<file path="config.mk">
export PLATFORM = sky130hd
export DESIGN_NAME = ptr_addr_unit
export DESIGN_NICKNAME = d
export VERILOG_FILES = /design/src/rtl/ptr_pkg.sv /design/src/rtl/ptr_step.sv /design/src/rtl/ptr_lane_merge.sv /design/src/rtl/ptr_stack_gen.sv /design/src/rtl/ptr_addr_unit.sv
export SDC_FILE = /design/constraint.sdc
export NUM_CORES = 1
export LEC_CHECK = 0
export CAP_MARGIN = 20
export CORE_MARGIN = 1
export CORE_UTILIZATION = 50
export DETAILED_ROUTE_END_ITERATION = 12
export GPL_TIMING_DRIVEN = 0
export PLACE_DENSITY = 0.85
export SKIP_LAST_GASP = 1
export SYNTH_ARGS = -nofsm -noshare
export SYNTH_HDL_FRONTEND = slang
export SYNTH_HIERARCHICAL = 1
export SYNTH_SLANG_ARGS = --single-unit
</file>
<file path="constraint.sdc">
create_clock -name clk -period 4.75 [get_ports clk]
set_input_delay 0.7125 -clock clk [delete_from_list [all_inputs] [get_ports clk]]
set_output_delay 0.7125 -clock clk [all_outputs]
set_load 0.01 [all_outputs]
</file>
<file path="src/rtl/ptr_pkg.sv">
package ptr_pkg;
  typedef enum logic [2:0] {
    CMD_IDLE = 3'd0,
    CMD_GRP  = 3'd1,
    CMD_IMM  = 3'd2,
    CMD_PUSH = 3'd3,
    CMD_POP  = 3'd4
  } cmd_e;

  // group code classes taken from sub[3:2]
  localparam logic [1:0] CLS_STEP = 2'd0;
  localparam logic [1:0] CLS_COPY = 2'd1;
  localparam logic [1:0] CLS_READ = 2'd2;
  localparam logic [1:0] CLS_WRIT = 2'd3;
endpackage

</file>
<file path="src/rtl/ptr_step.sv">
module ptr_step #(
  parameter int W = 16
) (
  input  logic [W-1:0] val_i,
  input  logic         dec_i,
  output logic [W-1:0] res_o
);
  localparam logic [W-1:0] ONE = W'(1);

  always_comb begin
    if (dec_i) res_o = val_i - ONE;
    else       res_o = val_i + ONE;
  end
endmodule

</file>
<file path="src/rtl/ptr_lane_merge.sv">
module ptr_lane_merge #(
  parameter int W  = 16,
  parameter int LW = 4
) (
  input  logic [W-1:0]  base_i,
  input  logic [((W/LW) > 1 ? $clog2(W/LW) : 1)-1:0] sel_i,
  input  logic [LW-1:0] lane_i,
  output logic [W-1:0]  res_o
);
  localparam int NL = W / LW;

  for (genvar g = 0; g < NL; g++) begin : g_lane
    always_comb begin
      if (int'(sel_i) == g) res_o[g*LW +: LW] = lane_i;
      else                  res_o[g*LW +: LW] = base_i[g*LW +: LW];
    end
  end
endmodule

</file>
<file path="src/rtl/ptr_stack_gen.sv">
module ptr_stack_gen #(
  parameter int W = 16
) (
  input  logic [W-1:0] sp_i,
  input  logic         pop_i,
  output logic [W-1:0] sp_next_o,
  output logic [W-1:0] addr_o
);
  logic [W-1:0] moved;

  ptr_step #(.W(W)) u_step (
    .val_i (sp_i),
    .dec_i (pop_i),
    .res_o (moved)
  );

  // push uses the old SP, pop uses the decremented SP
  assign sp_next_o = moved;
  assign addr_o    = pop_i ? moved : sp_i;
endmodule

</file>
<file path="src/rtl/ptr_addr_unit.sv">
module ptr_addr_unit #(
  parameter int PW = 16,
  parameter int DW = 8,
  parameter int NW = 4
) (
  input  logic          clk,
  input  logic          rst,
  input  logic [2:0]    cmd_i,
  input  logic [3:0]    sub_i,
  input  logic [NW-1:0] imm_i,
  input  logic [DW-1:0] a_i,
  input  logic [DW-1:0] b_i,
  output logic [PW-1:0] p1_o,
  output logic [PW-1:0] p2_o,
  output logic [PW-1:0] sp_o,
  output logic          peq_o,
  output logic [DW-1:0] rd_byte_o,
  output logic          rd_to_a_o,
  output logic          rd_to_b_o,
  output logic [PW-1:0] stk_addr_o,
  output logic          stk_wr_o,
  output logic          stk_rd_o
);
  import ptr_pkg::*;

  localparam int NLANES = PW / NW;
  localparam int NSW    = (NLANES > 1) ? $clog2(NLANES) : 1;
  localparam int NHALF  = PW / DW;
  localparam int HSW    = (NHALF > 1) ? $clog2(NHALF) : 1;

  cmd_e cmd;
  assign cmd = cmd_e'(cmd_i);

  logic [PW-1:0] p1_q, p2_q, sp_q, stk_addr_q;
  logic          peq_q, stk_wr_q, stk_rd_q, rd_a_q, rd_b_q;
  logic [DW-1:0] rd_byte_q;

  logic [PW-1:0] p1_n, p2_n, sp_n, stk_addr_n;
  logic          peq_n, stk_wr_n, stk_rd_n, rd_a_n, rd_b_n;
  logic [DW-1:0] rd_byte_n;

  // shared step unit: sub[0] picks P2, sub[1] picks decrement
  logic [PW-1:0] step_in, step_out;
  assign step_in = sub_i[0] ? p2_q : p1_q;

  ptr_step #(.W(PW)) u_step (
    .val_i (step_in),
    .dec_i (sub_i[1]),
    .res_o (step_out)
  );

  // immediate nibble into P1
  logic [PW-1:0] p1_imm;
  ptr_lane_merge #(.W(PW), .LW(NW)) u_nib (
    .base_i (p1_q),
    .sel_i  (NSW'(sub_i[1:0])),
    .lane_i (imm_i),
    .res_o  (p1_imm)
  );

  // byte from A or B into a half of P1
  logic [PW-1:0] p1_byte;
  logic [DW-1:0] byte_src;
  assign byte_src = sub_i[1] ? b_i : a_i;

  ptr_lane_merge #(.W(PW), .LW(DW)) u_byte (
    .base_i (p1_q),
    .sel_i  (HSW'(sub_i[0])),
    .lane_i (byte_src),
    .res_o  (p1_byte)
  );

  // stack address
  logic [PW-1:0] sp_moved, stk_addr_c;
  ptr_stack_gen #(.W(PW)) u_stk (
    .sp_i      (sp_q),
    .pop_i     (cmd == CMD_POP),
    .sp_next_o (sp_moved),
    .addr_o    (stk_addr_c)
  );

  always_comb begin
    p1_n       = p1_q;
    p2_n       = p2_q;
    sp_n       = sp_q;
    peq_n      = peq_q;
    stk_addr_n = stk_addr_q;
    stk_wr_n   = 1'b0;
    stk_rd_n   = 1'b0;
    rd_a_n     = 1'b0;
    rd_b_n     = 1'b0;
    rd_byte_n  = rd_byte_q;
    case (cmd)
      CMD_GRP: begin
        case (sub_i[3:2])
          CLS_STEP: begin
            if (sub_i[0]) p2_n = step_out;
            else          p1_n = step_out;
          end
          CLS_COPY: begin
            case (sub_i[1:0])
              2'd0:    p1_n = p2_q;
              2'd1:    p2_n = p1_q;
              2'd2:    p1_n = sp_q;
              default: sp_n = p1_q;
            endcase
          end
          CLS_READ: begin
            rd_byte_n = sub_i[0] ? p1_q[PW-1 -: DW] : p1_q[DW-1:0];
            rd_a_n    = ~sub_i[1];
            rd_b_n    = sub_i[1];
          end
          default: p1_n = p1_byte;
        endcase
        peq_n = (p1_n == p2_n);
      end
      CMD_IMM: p1_n = p1_imm;
      CMD_PUSH: begin
        sp_n       = sp_moved;
        stk_addr_n = stk_addr_c;
        stk_wr_n   = 1'b1;
      end
      CMD_POP: begin
        sp_n       = sp_moved;
        stk_addr_n = stk_addr_c;
        stk_rd_n   = 1'b1;
      end
      default: ;
    endcase
  end

  always_ff @(posedge clk) begin
    if (rst) begin
      p1_q       <= '0;
      p2_q       <= '0;
      sp_q       <= '0;
      peq_q      <= 1'b0;
      stk_addr_q <= '0;
      stk_wr_q   <= 1'b0;
      stk_rd_q   <= 1'b0;
      rd_a_q     <= 1'b0;
      rd_b_q     <= 1'b0;
      rd_byte_q  <= '0;
    end else begin
      p1_q       <= p1_n;
      p2_q       <= p2_n;
      sp_q       <= sp_n;
      peq_q      <= peq_n;
      stk_addr_q <= stk_addr_n;
      stk_wr_q   <= stk_wr_n;
      stk_rd_q   <= stk_rd_n;
      rd_a_q     <= rd_a_n;
      rd_b_q     <= rd_b_n;
      rd_byte_q  <= rd_byte_n;
    end
  end

  assign p1_o       = p1_q;
  assign p2_o       = p2_q;
  assign sp_o       = sp_q;
  assign peq_o      = peq_q;
  assign stk_addr_o = stk_addr_q;
  assign stk_wr_o   = stk_wr_q;
  assign stk_rd_o   = stk_rd_q;
  assign rd_to_a_o  = rd_a_q;
  assign rd_to_b_o  = rd_b_q;
  assign rd_byte_o  = rd_byte_q;

  // ---------------- assertions ----------------
  p_peq_match_r7: assert property (@(posedge clk) disable iff (rst)
    (cmd == CMD_GRP) |=> (peq_o == (p1_o == p2_o)));

  p_peq_hold_r8: assert property (@(posedge clk) disable iff (rst)
    (cmd != CMD_GRP) |=> $stable(peq_o));

  p_push_addr_r9: assert property (@(posedge clk) disable iff (rst)
    (cmd == CMD_PUSH) |=> (stk_wr_o && stk_addr_o == $past(sp_o)
                           && sp_o == $past(sp_o) + PW'(1)));

  p_pop_addr_r10: assert property (@(posedge clk) disable iff (rst)
    (cmd == CMD_POP) |=> (stk_rd_o && stk_addr_o == sp_o
                          && sp_o == $past(sp_o) - PW'(1)));

  p_strobe_excl_r9: assert property (@(posedge clk) disable iff (rst)
    !(stk_wr_o && stk_rd_o));

  p_rd_onehot_r4: assert property (@(posedge clk) disable iff (rst)
    $onehot0({rd_to_a_o, rd_to_b_o}));

  p_imm_keep_r6: assert property (@(posedge clk) disable iff (rst)
    (cmd == CMD_IMM) |=> ($stable(p2_o) && $stable(sp_o)));

  p_idle_hold_r11: assert property (@(posedge clk) disable iff (rst)
    (cmd_i == 3'd0 || cmd_i > 3'd4) |=>
      ($stable(p1_o) && $stable(p2_o) && $stable(sp_o) && !stk_wr_o && !stk_rd_o));
endmodule

</file>
# Word-level counts from Yosys, hierarchy flattened

Cells that the tools add are included.

$add $sub $neg: 4
Equality and inequality tests: 18
Muxes and demuxes: 26
Bitwise operators: 3
Reductions and logical operators: 14

Operators by type and width:

| cell                  | count |
|---|---|
| $mux 16               | 11 |
| $pmux 16 s2           | 4 |
| $pmux 16 s3           | 1 |
| $add 16x1->16 const B | 2 |
| $mux 8                | 4 |
| $sub 16x1->16 const B | 2 |
| $eq 16x16->1          | 1 |
| $mux 4                | 4 |
| $reduce_and 2->1      | 5 |
| $eq 2x2->1 const B    | 4 |
| $ne 2x1->1 const B    | 4 |
| $eq 2x1->1 const B    | 3 |
| $eq 3x2->1 const B    | 2 |
| $logic_not 2->1       | 3 |
| $reduce_or 3->1       | 2 |
| $ne 2x2->1 const B    | 2 |
| $reduce_bool 2->1     | 2 |
| $eq 3x1->1 const B    | 1 |
| $eq 3x3->1 const B    | 1 |
| $not 1->1             | 3 |
| $reduce_and 3->1      | 1 |
| $mux 1                | 2 |
| $reduce_or 2->1       | 1 |

Register bits after elaboration: 77
Input port bits: 29
Output and inout bits: 77
Logic and storage cells: 78

# Depth between registers and ports, before layout

Depth in word-level cells: 7
Mapped depth: 19
Gate-level depth less buffers: 14

# Cells and area by module

Netlist, hierarchy kept.

Modules (own cells, without submodules):

| module                  | times used | cells an instance | area each (µm²) | seq. area each (µm²) |
|---|---|---|---|---|
| ptr_addr_unit           | 1          | 595               | 4724.5          | 1541.5 |
| ptr_step                | 2          | 98                | 738.2           | 0.0 |
| ptr_lane_merge (u_byte) | 1          | 18                | 249.0           | 0.0 |
| ptr_stack_gen           | 1          | 18                | 249.0           | 0.0 |
| ptr_lane_merge (u_nib)  | 1          | 20                | 220.2           | 0.0 |

# Worst setup path after synthesis

Ideal clock, no wire load.

Kind: input to register
From: input port sub_i[0]
To: register peq_q, in the netlist peq_o
Library setup time: 0.059 ns
Arrival: 4.258 ns
Required time: 4.691 ns
Path slack: 0.433 ns
Stages on the path: 18
Path buffers: 4
Path through: buf_6 > buf_2 > buf_2 > buf_1 > mux2_2 > ha_1 > and3_1 > a221oi_4 > nor2_2 > o31ai_2 > xnor2_1 > nor2_1 > a21oi_1 > o221a_2 > xor2_1 > o211ai_1 > nor4_1 > a31o_1

Longest elaborated chain between the ends: 7
Elaborated cells on any way between the ends: 18
Classes of those cells: 2 x add/sub; 3 x eq/ne; 12 x mux; 1 x reduce/logical

Ends and longest elaborated chain:

| element                                               | RTL line                       | text |
|---|---|---|
| start, declared                                       | ptr_addr_unit.sv:9             | `input logic [3:0] sub_i,` |
| $mux 16 *                                             | ptr_addr_unit.sv:44            | `assign step_in = sub_i[0] ? p2_q : p1_q;` |
| via step_in[5]                                        | ptr_addr_unit.sv:43            | `logic [PW-1:0] step_in, step_out;` |
| $add 16x1->16 / $sub 16x1->16 (equally long branches) | ptr_step.sv:12, ptr_step.sv:11 |  |
| $mux 16 *                                             | ptr_step.sv:11                 | `if (dec_i) res_o = val_i - ONE;` |
| via step_out[14]                                      | ptr_addr_unit.sv:43            |  |
| $mux 16                                               | ptr_addr_unit.sv:97            | `if (sub_i[0]) p2_n = step_out;` |
| $pmux 16 s3 / $pmux 16 s2 (equally long branches)     | ptr_addr_unit.sv:95            | `case (sub_i[3:2])` |
| $mux 16                                               | ptr_addr_unit.sv:93            | `case (cmd)` |
| $eq 16x16->1 *                                        | ptr_addr_unit.sv:115           | `peq_n = (p1_n == p2_n);` |
| end signal, assigned                                  | ptr_addr_unit.sv:148           | `peq_q <= peq_n;` |
| end, declared                                         | ptr_addr_unit.sv:35            | `logic peq_q, stk_wr_q, stk_rd_q, rd_a_q, rd_b_q;` |

Mark *: on every way through the listed nets, which the timed path passes. The rest lies on a longest branch. The select of a mux whose other input is x is not followed.
A chain may end at the register's enable or synchronous reset.

# Worst setup path in the final report

From: input port sub_i[1]
To: register peq_q, in the netlist peq_o

Longest elaborated chain between the ends: 5
Elaborated cells on any way between the ends: 16
Classes of those cells: 3 x eq/ne; 12 x mux; 1 x reduce/logical

Ends and longest elaborated chain:

| element         | RTL line             | text |
|---|---|---|
| $mux 8          | ptr_addr_unit.sv:64  | `assign byte_src = sub_i[1] ? b_i : a_i;` |
| via byte_src[3] | ptr_addr_unit.sv:63  | `logic [DW-1:0] byte_src;` |
| $mux 8          | ptr_lane_merge.sv:14 | `if (int'(sel_i) == g) res_o[g*LW +: LW] = lane_i;` |
| via p1_byte[3]  | ptr_addr_unit.sv:62  | `logic [PW-1:0] p1_byte;` |
| $pmux 16 s3     | ptr_addr_unit.sv:95  |  |
| $mux 16         | ptr_addr_unit.sv:93  |  |
| $eq 16x16->1    | ptr_addr_unit.sv:115 |  |

The timed path passes the listed nets, and every way through them passes these cells. The select of a mux whose other input is x is not followed.

==> results list <==
- Status: finished clean
- Port buffering added 103 buffers.
- Net switching is 33.3% of the power.
- Overall track demand over capacity in global routing: 35.2%
* Final setup violation count: 0
- For this block, the via count after detailed routing is 7,451.
- Global-route wire length before repair: 38,700 um
- Vias per cell: 6.51
- Maximum number of pins on one net before global-route repair: 22
- For this run, the leading register cell type out of synthesis is sky130_fd_sc_hd__dfxtp_1.
- WHS: 0.449 ns
- DP Worst Slack: -1.52 ns
* Achievable frequency: 219 MHz
- Including well taps, the total number of placed cells is 1,127.
- Hold Vio Cnt, Final: 0
- Sequence of cells on the critical path: clkdlybuf4s15_2 > buf_2 > buf_2 > buf_2 > buf_1 > mux2_2 > mux2_4 > o22ai_1 > nor2_1 > and3_1 > nor3_1 > nor4b_2 > a31o_1
- Width of the chip: 120 um
- Buffers inserted to repair hold after CTS numbered 0.
- Portion of total power attributed to the clock network: 34.8%
* Clock buffer depth: 2
- Area after DPL: 0.00819 mm^2
- Post-synth net total: 906
- Number of global-route vias before repair: 7,041
* H-tree depth: 3
- Internal power: 0.00137 W
- Yosys attributes the largest share of cell area to sky130_fd_sc_hd__dfxtp_1, sky130_fd_sc_hd__mux2_2, sky130_fd_sc_hd__nand2_1.
- Delay contributed by the slowest stage of the critical path: 0.60 ns
* Final max-slew violation count: 0
* Worst IR Drop VDD: 202 uV
- Summed over all layers, the routed wires come to 25,200 um.
- Total number of yosys warnings: 6
- Row generation in the floorplan step produced 42 rows.
- In the final layout, the share of cells above drive strength 1 is 16.3%.
- Combinational cells account for 29.5% of the total power.
- In this run, synthesis inferred 0 flip-flops with an integrated enable.
- Summed over all instances, the cell type with the most area after synthesis is sky130_fd_sc_hd__dfxtp_1.
* Initial core utilization: 51.8%
- Library cells used by synthesis: 74
- Clock-pin transition on the worst setup and hold timing paths: 0.06 ns
- TritonCTS built the clock tree.
* Hold Path Class: register to register
* Number of antenna violations at the first check in global routing: 0
- For this design the total switching power over the nets is 0.000681 W.
- RSZ-0062 raised after global routing: no
- Number of buffers created by CTS: 9
- Critical path class: input pin to register
- Bufs and invs on worst path: 5
* Share of the synthesized area in the top cell type: 22.3%
* Mean instance size in the synthesized netlist: 8.17 um^2
- Post-synth ARST share: 0%
* Fin worst setup slack: 0.183 ns
- The worst pin sits at a relative slew slack of 52.6%.
- Detailed placement ended at an HPWL of 19,100 um.
* Die outline height: 120 um
* Cell family with most CP delay: buffers and inverters
- The die covers 0.0143 mm^2.
- Period Utilization, post-route: 96.1%
* RD Place Congestion: 1.02
* Largest fanout on the critical path: 21
- Final antenna diode count: 0
- Data required time at the worst endpoint: 5.06 ns
- In the routed design, unresolved DRC markers number 0.
* CTS root buf: sky130_fd_sc_hd__clkbuf_16
* Floorplan Core Area: 0.0133 mm^2
- I/O pin total: 106
- Final Net Count: 1,022
* Detailed-routing iteration count for the pre-antenna-repair pass: 5
- For this run, the register share of the synthesized area comes to 22.3%.
* Period minus WS final: 4.57 ns
- Most instantiated library cell after synthesis: sky130_fd_sc_hd__nand2_1
- From synthesis to final layout, the design area changed by 23.3%.
* Sequential share of power: 35.6%
- Arrival time at the worst endpoint: 4.87 ns
- Cell with the biggest individual delay on the critical path: sky130_fd_sc_hd__clkdlybuf4s15_2
- Final worst clock skew: 0.00856 ns
- Startpoint Class: input pin
- The count of cells in the finished layout, fillers not included, comes to 1,144.
* Slew @ Worst Pin: 0.711 ns
* Number of maximum-capacitance violations: 0
* Summed negative setup slack over all endpoints: 0 ns
- STA classifies the critical path endpoint as a register.
- After technology mapping, the gate count stands at 847.
- CTS saw 77 sinks.
- Post-Layout Inst Area: 0.00853 mm^2
* Cell seen most often among critical-path stages: sky130_fd_sc_hd__buf_2
- Summed over all cells, the static leakage comes to 3.18 nW.
- Clk Latency, worst-skew pair: 0.36 ns
- Overall overflow remaining after global route: 0
- Most frequent cells after synthesis: sky130_fd_sc_hd__nand2_1, sky130_fd_sc_hd__a21oi_1, sky130_fd_sc_hd__dfxtp_1
- In this run the remaining antenna-violating nets after routing total 0.
- The synthesized design contains 77 register bits.
* Count of routing violations after the opening detailed-route iteration: 825
- Post-detailed-route wirelength per cell: 22.0 um
* Areal power density over the cells: 240 mW/mm^2
- Summed instance area of the synthesized netlist: 0.00692 mm^2
## routing by layer
metal | vias to the layer above | global-route usage, % | part of all wire (%)
met5 | - | 0 | 0
met4 | 0 | 23.0 | 5.9
met3 | 109 | 5.32 | 7.9
met2 | 440 | 57.0 | 46
met1 | 3526 | 43.5 | 41
li1 | 3376 | - | -
## power groups by stage
stage | registers, W | clock network [W] | logic (W)
after CTS | 0.000725 | 0.000716 | 0.000589
final | 0.000729 | 0.000713 | 0.000604
after floorplan | 0.000726 | 0 | 0.000383
after global routing | 0.000730 | 0.000743 | 0.000645
after global placement | 0.000739 | 0 | 0.000576
after detailed placement | 0.000739 | 0 | 0.000583
## tightest hold or removal path, stage by stage, from the launching register on
cell and delay, ns:
sky130_fd_sc_hd__dfxtp_1 0.30, sky130_fd_sc_hd__nand2_1 0.05, sky130_fd_sc_hd__a21oi_1 0.05
## area by class of cell
| cell class | instances | area (um^2) |
|---|---|---|
| plain buffers | 54 | 320 |
| clock buffers | 11 | 243 |
| clock inverters | 5 | 58.8 |
| fillers | 1214 | 4820 |
| inverters | 8 | 30.0 |
| multi-input cells | 707 | 5060 |
| flip-flops and latches | 77 | 1540 |
| well taps | 176 | 220 |
| repair buffers | 106 | 1060 |
## sequential cells by signal, summed over array words and instances, names as in the netlist
signal	count
stk_wr_o	1
stk_addr_o	16
rd_to_a_o	1
p2_o	16
sp_o	16
rd_byte_o	8
peq_o	1
rd_to_b_o	1
stk_rd_o	1
p1_o	16
## metrics by stage
step                total power, W  utilization, %
floorplan                  0.00111               -
global placement           0.00131            61.2
detailed placement         0.00132            61.4
CTS                        0.00203            63.8
global route               0.00212            63.9
finish                     0.00205            63.9
## repair_timing
item | in CTS | in global routing
setup endpoints to repair | 24 | 1
resized for setup | 13 | 5
endpoints found under the hold margin | 0 | 0
pin swaps | 0 | 1
buffers inserted | 0 | 1
## cell usage in the layout (no fill, tap or decap), drive strengths merged, types with 3 or more instances in the layout
master / instances
nand2: 121
clkdlybuf4s50: 101
a21oi: 84
mux2: 80
dfxtp: 77
nor2: 65
clkbuf: 38
o21ai: 34
mux2i: 32
buf: 31
ha: 28
a22oi: 22
o22ai: 20
xnor2: 19
a311oi: 19
nor2b: 18
a211oi: 17
xor2: 16
nand3: 14
nand2b: 12
o21bai: 10
a21o: 9
inv: 9
nor3b: 8
nand4: 5
or3: 5
nor3: 5
and3: 5
or2: 4
or3b: 4
a221oi: 4
o32ai: 3
o211ai: 3
a31oi: 3
o21ba: 3
nor4: 3
o2111ai: 3
## cells by family (layout without fill, tap and decap cells)
group / after synthesis / after routing / share of synthesized area (%)
buffers and inverters: 63 / 184 / 4.85
xor gates and xnor gates: 35 / 35 / 4.43
adders and majority gates: 30 / 30 / 5.64
muxes: 112 / 112 / 18.7
and+or+nand+nor: 280 / 280 / 19.7
AOI/OAI and AO/OA: 250 / 250 / 24.3
DFF: 77 / 77 / 22.3
## final timing paths
kind                                     from                          end  slack [ns]  depth (start not counted)
setup / recovery                     sub_i[1]           peq_o$_SDFFE_PP0P_        0.18                         13
hold / removal    stk_addr_o[11]$_SDFFE_PP0N_  stk_addr_o[11]$_SDFFE_PP0N_        0.45                          2
setup reg to reg         p1_o[1]$_SDFFE_PP0P_           peq_o$_SDFFE_PP0P_        0.99                         13
hold reg to reg   stk_addr_o[11]$_SDFFE_PP0N_  stk_addr_o[11]$_SDFFE_PP0N_        0.45                          2
No activity file was read; power rests on OpenSTA's default activity.
